`src/rtl/axnn_pkg.sv`:
```
package axnn_pkg;
  localparam int LANE_W     = 16;
  localparam int LANES      = 4;
  localparam int FRAC       = 10;
  localparam int WORD_W     = LANE_W * LANES;
  localparam int W_BEATS    = 8;
  localparam int X_BEATS    = 4;
  localparam int OUT_BEATS  = X_BEATS;
  localparam int FRAME      = W_BEATS + X_BEATS;
  localparam int FIFO_DEPTH = 4;
  localparam int CNT_W      = $clog2(FRAME + 1);
  localparam int WA_W       = $clog2(W_BEATS);
  localparam int XA_W       = $clog2(X_BEATS);
  localparam int OA_W       = $clog2(OUT_BEATS);

  typedef enum logic [1:0] {
    ST_RECV,
    ST_START,
    ST_WAIT,
    ST_DRAIN
  } ctl_state_t;
endpackage

```
`src/rtl/axnn_fifo.sv`:
```
module axnn_fifo #(
  parameter int W     = 64,
  parameter int DEPTH = 4
) (
  input  logic         clk,
  input  logic         rst,
  input  logic         push,
  input  logic         pop,
  input  logic [W-1:0] din,
  output logic [W-1:0] dout,
  output logic         empty,
  output logic         full
);
  localparam int AW = $clog2(DEPTH);

  logic [W-1:0] mem [DEPTH];
  logic [AW:0]  wp;
  logic [AW:0]  rp;

  // storage has no reset so it maps onto RAM
  always_ff @(posedge clk) begin
    if (push && !full) mem[wp[AW-1:0]] <= din;
  end

  always_ff @(posedge clk) begin
    if (rst) begin
      wp <= '0;
      rp <= '0;
    end else begin
      if (push && !full) wp <= wp + 1'b1;
      if (pop && !empty) rp <= rp + 1'b1;
    end
  end

  assign dout  = mem[rp[AW-1:0]];
  assign empty = (wp == rp);
  assign full  = (wp[AW] != rp[AW]) && (wp[AW-1:0] == rp[AW-1:0]);
endmodule

```
`src/rtl/axnn_core.sv`:
```
module axnn_core
  import axnn_pkg::*;
(
  input  logic              clk,
  input  logic              rst,
  input  logic              w_we,
  input  logic [WA_W-1:0]   w_addr,
  input  logic              x_we,
  input  logic [XA_W-1:0]   x_addr,
  input  logic [WORD_W-1:0] wr_data,
  input  logic              start,
  output logic              res_valid,
  output logic [WORD_W-1:0] res_data,
  output logic              done
);
  logic [WORD_W-1:0] wmem [W_BEATS];
  logic [WORD_W-1:0] xmem [X_BEATS];
  logic [OA_W-1:0]   idx;
  logic              busy;
  logic [WORD_W-1:0] scale_w;
  logic [WORD_W-1:0] bias_w;
  logic [WORD_W-1:0] opnd_w;
  logic [WORD_W-1:0] word_c;

  always_ff @(posedge clk) begin
    if (w_we) wmem[w_addr] <= wr_data;
    if (x_we) xmem[x_addr] <= wr_data;
  end

  assign scale_w = wmem[WA_W'(2 * idx)];
  assign bias_w  = wmem[WA_W'(2 * idx + 1)];
  assign opnd_w  = xmem[XA_W'(idx)];

  for (genvar l = 0; l < LANES; l++) begin : g_lane
    logic signed [LANE_W-1:0] sc;
    logic signed [LANE_W-1:0] xv;
    logic        [LANE_W-1:0] bi;
    assign sc = scale_w[l*LANE_W +: LANE_W];
    assign xv = opnd_w[l*LANE_W +: LANE_W];
    assign bi = bias_w[l*LANE_W +: LANE_W];
    assign word_c[l*LANE_W +: LANE_W] =
      LANE_W'(((2*LANE_W)'(sc) * (2*LANE_W)'(xv)) >>> FRAC) + bi;
  end

  always_ff @(posedge clk) begin
    if (rst) begin
      busy      <= 1'b0;
      idx       <= '0;
      res_valid <= 1'b0;
      res_data  <= '0;
      done      <= 1'b0;
    end else begin
      res_valid <= 1'b0;
      done      <= 1'b0;
      if (start) begin
        busy <= 1'b1;
        idx  <= '0;
      end else if (busy) begin
        res_valid <= 1'b1;
        res_data  <= word_c;
        idx       <= idx + 1'b1;
        if (idx == OA_W'(OUT_BEATS - 1)) begin
          busy <= 1'b0;
          done <= 1'b1;
        end
      end
    end
  end
endmodule

```
`src/rtl/axnn_ctrl.sv`:
```
module axnn_ctrl
  import axnn_pkg::*;
(
  input  logic            clk,
  input  logic            rst,
  input  logic            s_tvalid,
  output logic            s_tready,
  input  logic            in_empty,
  input  logic            in_full,
  output logic            in_push,
  output logic            in_pop,
  output logic            w_we,
  output logic [WA_W-1:0] w_addr,
  output logic            x_we,
  output logic [XA_W-1:0] x_addr,
  output logic            core_start,
  input  logic            core_done,
  input  logic            out_empty,
  input  logic            m_tready,
  output logic            m_tvalid,
  output logic            m_tlast,
  output logic            out_pop
);
  ctl_state_t       state;
  logic [CNT_W-1:0] rx_cnt;
  logic [CNT_W-1:0] cp_cnt;
  logic [OA_W-1:0]  tx_cnt;
  logic             to_coef;
  logic             last_tx;

  assign s_tready   = (state == ST_RECV) && (rx_cnt != CNT_W'(FRAME)) && !in_full;
  assign in_push    = s_tvalid && s_tready;
  assign in_pop     = (state == ST_RECV) && !in_empty && (cp_cnt != CNT_W'(FRAME));
  assign to_coef    = cp_cnt < CNT_W'(W_BEATS);
  assign w_we       = in_pop && to_coef;
  assign x_we       = in_pop && !to_coef;
  assign w_addr     = WA_W'(cp_cnt);
  assign x_addr     = XA_W'(cp_cnt - CNT_W'(W_BEATS));
  assign core_start = (state == ST_START);
  assign m_tvalid   = (state == ST_DRAIN) && !out_empty;
  assign last_tx    = (tx_cnt == OA_W'(OUT_BEATS - 1));
  assign m_tlast    = m_tvalid && last_tx;
  assign out_pop    = m_tvalid && m_tready;

  always_ff @(posedge clk) begin
    if (rst) begin
      state  <= ST_RECV;
      rx_cnt <= '0;
      cp_cnt <= '0;
      tx_cnt <= '0;
    end else begin
      if (in_push) rx_cnt <= rx_cnt + 1'b1;
      if (in_pop)  cp_cnt <= cp_cnt + 1'b1;
      unique case (state)
        ST_RECV:  if (in_pop && cp_cnt == CNT_W'(FRAME - 1)) state <= ST_START;
        ST_START: state <= ST_WAIT;
        ST_WAIT:  if (core_done) state <= ST_DRAIN;
        ST_DRAIN: begin
          if (out_pop) begin
            tx_cnt <= tx_cnt + 1'b1;
            if (last_tx) begin
              state  <= ST_RECV;
              rx_cnt <= '0;
              cp_cnt <= '0;
              tx_cnt <= '0;
            end
          end
        end
        default:  state <= ST_RECV;
      endcase
    end
  end
endmodule

```
`src/rtl/axnn_stream_top.sv`:
```
module axnn_stream_top
  import axnn_pkg::*;
(
  input  logic              clk,
  input  logic              rst,
  input  logic [WORD_W-1:0] s_tdata,
  input  logic              s_tvalid,
  output logic              s_tready,
  input  logic              s_tlast,
  output logic [WORD_W-1:0] m_tdata,
  output logic              m_tvalid,
  input  logic              m_tready,
  output logic              m_tlast
);
  logic              in_push, in_pop, in_empty, in_full;
  logic [WORD_W-1:0] in_dout;
  logic              w_we, x_we;
  logic [WA_W-1:0]   w_addr;
  logic [XA_W-1:0]   x_addr;
  logic              core_start, core_done, res_valid;
  logic [WORD_W-1:0] res_data;
  logic              out_pop, out_empty, out_full_unused;
  logic              unused_tlast;

  // beats are placed by position, the frame marker carries no meaning
  assign unused_tlast = s_tlast;

  axnn_fifo #(.W(WORD_W), .DEPTH(FIFO_DEPTH)) u_in_fifo (
    .clk(clk), .rst(rst), .push(in_push), .pop(in_pop), .din(s_tdata),
    .dout(in_dout), .empty(in_empty), .full(in_full)
  );

  axnn_ctrl u_ctrl (
    .clk(clk), .rst(rst), .s_tvalid(s_tvalid), .s_tready(s_tready),
    .in_empty(in_empty), .in_full(in_full), .in_push(in_push), .in_pop(in_pop),
    .w_we(w_we), .w_addr(w_addr), .x_we(x_we), .x_addr(x_addr),
    .core_start(core_start), .core_done(core_done), .out_empty(out_empty),
    .m_tready(m_tready), .m_tvalid(m_tvalid), .m_tlast(m_tlast), .out_pop(out_pop)
  );

  axnn_core u_core (
    .clk(clk), .rst(rst), .w_we(w_we), .w_addr(w_addr), .x_we(x_we),
    .x_addr(x_addr), .wr_data(in_dout), .start(core_start),
    .res_valid(res_valid), .res_data(res_data), .done(core_done)
  );

  axnn_fifo #(.W(WORD_W), .DEPTH(FIFO_DEPTH)) u_out_fifo (
    .clk(clk), .rst(rst), .push(res_valid), .pop(out_pop), .din(res_data),
    .dout(m_tdata), .empty(out_empty), .full(out_full_unused)
  );
endmodule

```
`config.mk`:
```
export PLATFORM = sky130hd
export DESIGN_NAME = axnn_stream_top
export DESIGN_NICKNAME = d
export VERILOG_FILES = /design/src/rtl/axnn_pkg.sv /design/src/rtl/axnn_fifo.sv /design/src/rtl/axnn_core.sv /design/src/rtl/axnn_ctrl.sv /design/src/rtl/axnn_stream_top.sv
export SDC_FILE = /design/constraint.sdc
export NUM_CORES = 2
export LEC_CHECK = 0
export BUFFER_PORTS_ARGS = -buffer_cell sky130_fd_sc_hd__buf_2
export CORE_MARGIN = 10
export CORE_UTILIZATION = 50
export DETAILED_ROUTE_END_ITERATION = 10
export PLACE_DENSITY = 0.77
export SYNTH_ARGS = -nofsm -noshare
export SYNTH_HDL_FRONTEND = slang
export SYNTH_SLANG_ARGS = --single-unit
```
`constraint.sdc`:
```
create_clock -name clk -period 13.4 [get_ports clk]
set_clock_uncertainty 0.2 [all_clocks]
set_input_delay 1.34 -clock clk [delete_from_list [all_inputs] [get_ports clk]]
set_output_delay 1.34 -clock clk [all_outputs]
set_load 0.005 [all_outputs]
```
Word-level counts from Yosys, hierarchy flattened
Memories as Yosys holds them, arrays and structs flattened. A register that Yosys moved wholly into a read port is not among the register bits.
Index checks and enable logic that the tools add are counted.

cells by class
  add/sub/neg operators = 14
  $mul = 4
  div/mod/pow operators = 0
  magnitude comparators = 1
  eq/ne operators = 18
  shifts and indexed selects = 0
  muxes and demuxes = 35
  bitwise gates (word level) = 2
  reductions and logical operators = 28

operators by type and width
  kind                                                   number
  multiplier 16 x 16 -> 26 bit                           4
  adder 16 bit                                           4
  two-way mux 4 bit                                      8
  two-way mux 2 bit                                      11
  logical AND 1 bit                                      17
  adder 3 x 1 -> 3 bit, second input constant            5
  two-way mux 1 bit                                      13
  adder 4 x 1 -> 4 bit, second input constant            2
  equality test 2 bit, second input constant             4
  inequality test 4 bit, second input constant           2
  one-hot mux 2 bit (4 select lines)                     1
  equality test 3 bit                                    2
  two-way mux 3 bit                                      2
  inequality test 2 x 1 -> 1 bit, second input constant  3
  logical NOT 1 bit                                      5
  adder 2 x 1 -> 2 bit, second input constant            2
  equality test 2 bit                                    2
  equality test 4 bit, second input constant             1
  < comparator 4 bit, second input constant              1
  AND reduction 2 bit                                    2
  AND reduction 4 bit                                    1
  OR reduction 3 bit                                     1
  equality test 2 x 1 -> 1 bit, second input constant    1
  logical NOT 2 bit                                      1
  5 further kinds                                        7

word-level totals
  flip-flop bits (word level) = 93
  bits in latches = 0
  bits in writable memories = 1280
  memory bits (read-only) = 0
  input port bits = 69
  output and inout port bits = 67
  word-level logic and storage cells = 119
  memories kept = 4

memory list
  memory          words  width  read ports  clocked after memory_dff  wr ports  line             RTL
  u_core.wmem     8      64     2           1                         1         axnn_core.sv:16  logic [WORD_W-1:0] wmem [W_BEATS];
  u_core.xmem     4      64     1           1                         1         axnn_core.sv:17  logic [WORD_W-1:0] xmem [X_BEATS];
  u_in_fifo.mem   4      64     1           1                         1         axnn_fifo.sv:16  logic [W-1:0] mem [DEPTH];
  u_out_fifo.mem  4      64     1           1                         1         axnn_fifo.sv:16

Depth between registers and ports, before layout
  word-level depth = 9
  mapped depth = 46
  depth with buffers taken out = 37

By module
A second synthesis with hierarchy kept.

unflattened totals
  cells, all modules = 6382
  area, all modules = 85776.0 sq um

by module, submodules not included
  module     times used  cells each  area an instance (sq um)  sequential area each (sq um)
  axnn_core  1           5484        65396.5                   24483.5
  axnn_fifo  2           402         9788.1                    7847.5
  axnn_ctrl  1           94          803.3                     240.2

Worst setup path before layout
Ideal clock, no wire load.

  kind = register -> register
  from = reg (tool-made name)
  to = reg u_core.res_data[47]
  setup time = 70 ps
  arrival = 9101 ps
  data required time = 13130 ps
  slack = 4028 ps
  cell stages (with the launch flop) = 42
  period minus slack after synthesis = 9372 ps
  path through = dfxtp_1 buf_6 buf_8 buf_12 buf_8 buf_6 buf_6 buf_4 buf_2 buf_2 mux2_2 o21ai_1 clkbuf_1 nor2_1 fa_1 inv_1 fa_1 fa_1 [6 not listed] ha_1 a21o_1 a21o_1 a22oi_1 a31oi_1 a21oi_1 nor2b_1 nor2_1 xnor2_1 ha_1 or3_1 a211o_1 o311ai_0 o21ai_0 a31oi_1 xnor2_1 nand2_1 a21oi_1

RTL lines
  what                    line             RTL
  end signal: assignment  axnn_core.sv:60  res_data <= word_c;
  end: declaration        axnn_core.sv:13  output logic [WORD_W-1:0] res_data,

==> results.md <==
* 196000 um — aggregate routed wire length
* 8 — Pre-antenna DRT Iters
* 7650 — fin nets
* u_core.res_data[47] — FF-to-FF End
* 0 — Warnings, synthesis
* edfxtp_1 — Top FF cell, synth
* 0 — Finish-stage setup viols
* 19 — antenna violations before repair
* 0 ns — setup_tns
* 0.92 ns — worst stage delay on the critical path
* 62 — highest net fanout along the worst path
* 0.06 ns — Clk pin slew, worst setup/hold paths
* 0 — DRC violations left
* 134 — number of I/O port buffers
* 0 — cts repair resizes
* 0 — max-cap check violation count
* u_ctrl.tx_cnt[1] — worst hold path startpoint
* register — sort of element at the start of the critical path
* 27.4% — met1 global-route usage
* clkbuf_16 — clock root cell
* 30 — number of cells traversed by the worst register-to-register path
* met2 — most congested layer reported by global routing
* 0 — number of hold-repair buffers added at the cts stage
* register to register — crit path kind
* 77 — Cell variety after synth
* edfxtp_1 — leading cell type in the layout, fill and taps excluded
* 8450 — Inst Count DP
* 21.3% — overall track demand over capacity in global routing
* 1280 x edfxtp_1, 1125 x inv_1, 836 x fa_1 — highest-count cells in the layout ignoring fill and taps
* false — unrepaired setup endpoints after global routing
* 45.3% — top cell type's share of synthesized area
* 141 — clock buffers created by TritonCTS
* 10.89 ns — Crit path arrival time
* 10.38 ns — Final min period
* 22.5 um — WL/cell
* 0 — number of max-slew violations in the final report
* fa_1 — most frequent cell on the critical path
* 1280 — number of enable flip-flop cells after synthesis
* 1379 — number of synthesized register bits
* 0.80 ns — clock network latency to the later pin of the worst-skew pair
* u_ctrl.tx_cnt[1] — worst min-delay path endpoint
* 36.6% — GRT met2 Usage
* 136 — number of top-level pins
* adder cells — Top delay family on crit path
* 3 — number of buffers between clock root and the deepest sink
* 0 — final hold violation count
* 3.91% — met3 usage in global routing
* 151 — Rows
* 13.5 um^2 — per-instance average area after synthesis
* 1379 — clk sinks
* 8715 — post-route non-filler standard cell count
* edfxtp_1 45%, fa_1 20%, mux4_2 7.4% — Area contributors post-synth
* register to register — type of the worst min-delay path
* 4 — H-tree Lvls
* 0.169 mm^2 — standard cell core area
* complete, no violations — result of the run
* 9.10% — synthesis-to-layout area growth
* 0.0849 mm^2 — area of the mapped netlist
* 432 um — Die Y
* 13000 — fill count
* 13.90 ns — Critical Path RT
* 96.3 MHz — Max Freq
* 6272 — Post-Syn Instances
* 0 — post-detailed-route count of antenna-violating nets
* 0 — total grt overflow
* 0% — share of async-settable or async-resettable flops after synthesis
* o21ai_0 — Worst path slowest cell
* 5.61 — DR vias/cell
* 50.2% — effective utilization at floorplan
* 3.05 ns — worst setup slack before clock tree synthesis
* 3.02 ns — final worst-path setup slack
* 90 — largest net degree at the start of global routing
* 0.929 — RePlAce Congestion
* 52700 — vias in the first global route
* 7547 — Synth Net Count
* 2 — Hold Path Depth
* register — critical path endpoint category
* 307000 um — wire length of the first global-routing pass
* 1.19 ns — Worst Tran Pin Value
* 0 — Post-CTS Repair Setup Buffers
* 137000 um — Detailed Place HPWL
* 432 um — die extent in x
* built — CTS tree
* 48900 — via count of the routed design
* 11.9% — share of final-layout standard cells stronger than drive strength 1
* 5 — worst path bufs/invs
* 3971 — first-iteration detailed-routing DRC count
* 47.6% — sequential-to-total area share from yosys stat
* edfxtp_1 — leading area contributor after synthesis
* 0.268 ns — minimum hold slack
* 0.187 mm^2 — area of the die
* 3.02 ns — flop-to-flop setup slack
* 19.7% — worst relative slew slack
* 77.5% — crit share post-route
## worst register-to-register path, delay by kind of cell (launching register included)
family	cells	cell delay [ns]
adder cells (fa/ha/maj)	8	3.57
buffers and inverters	5	0.76
AO/OA/AOI/OAI	9	2.97
flip-flops	1	0.88
AND/OR/NAND/NOR	5	1.14
XOR/XNOR	2	0.32
multiplexers	1	0.46
## area by class of cell
cell class / count / area (um^2) / area share, %
Sequential cell: 1379 / 40400 / 43.7
Tap cell: 2218 / 2780 / 3.00
Timing Repair Buffer: 188 / 1120 / 1.20
Antenna cell: 5 / 12.5 / 0.0135
Inverter: 1127 / 4230 / 4.57
Multi-Input combinational cell: 3538 / 39300 / 42.5
Clock inverter: 79 / 943 / 1.02
Clock buffer: 181 / 3760 / 4.06
## kinds of logic (layout without fill, tap and decap cells)
group	count (synthesis)	after routing	synth area share, %
xor+xnor	193	193	2.00
fa+ha+maj	1206	1206	25.2
flops	1379	1379	47.6
mux	384	384	8.80
other cells	0	5	0
simple gates	1413	1413	7.72
buf+inv	1355	1575	6.16
compound gates	342	342	2.54
## per-stage QoR
step	cell area, um^2	util, %
floorplan	84900	-
global placement	87900	52.0
detailed placement	87900	52.0
CTS	92600	54.8
global route	92600	54.8
finish	92600	54.8
## worst max path at each step
stage,startpoint,end,slack (ns),cells past startpoint
floorplan,register,u_core.res_data[47],4.03,41
global placement,register,u_core.res_data[47],3.17,30
detailed placement,register,u_core.res_data[47],3.05,30
CTS,register,u_core.res_data[47],3.00,30
global route,register,u_core.res_data[31],2.58,33
finish,register,u_core.res_data[47],3.02,30
## synth_stat cells, types with 11 or more instances
cell      number
xnor2_1      151
mux2i_1       58
mux2_2        42
nor2_1       277
o21a_1        30
nand3_1       28
nor3_1        33
nand2_1      623
buf_2         27
buf_1         25
edfxtp_1    1280
and3_1        22
o21ai_0       80
xor2_1        41
nor2b_1       77
a21oi_1      117
dfxtp_1       99
ha_1         370
and2_1       262
nand2b_1      38
mux4_2       278
a21o_1        29
inv_1       1126
fa_1         836
a31oi_1       11
clkbuf_1     159
## state kept, by name, summed over array words and instances (netlist names), named ones only
register / count
u_ctrl.state: 2
u_core.busy: 1
u_out_fifo.rp: 3
u_ctrl.cp_cnt: 4
u_core.res_data: 64
u_core.xmem: 256
u_core.res_valid: 1
u_out_fifo.wp: 3
u_ctrl.rx_cnt: 4
u_in_fifo.rp: 3
u_core.done: 1
u_in_fifo.mem: 256
u_core.wmem: 512
u_ctrl.tx_cnt: 2
u_out_fifo.mem: 256
u_in_fifo.wp: 3
u_core.idx: 2
## routing by layer
metal	wire, um	vias to the layer above	share of wire [%]
met2	98900	2035	50
met5	37	-	0.019
met3	15100	385	7.7
met4	6310	6	3.2
li1	-	21100	-
met1	76100	25400	39
Power is not shown: default switching activity piles up to over one toggle a cycle in this logic, so the estimate is an artifact.
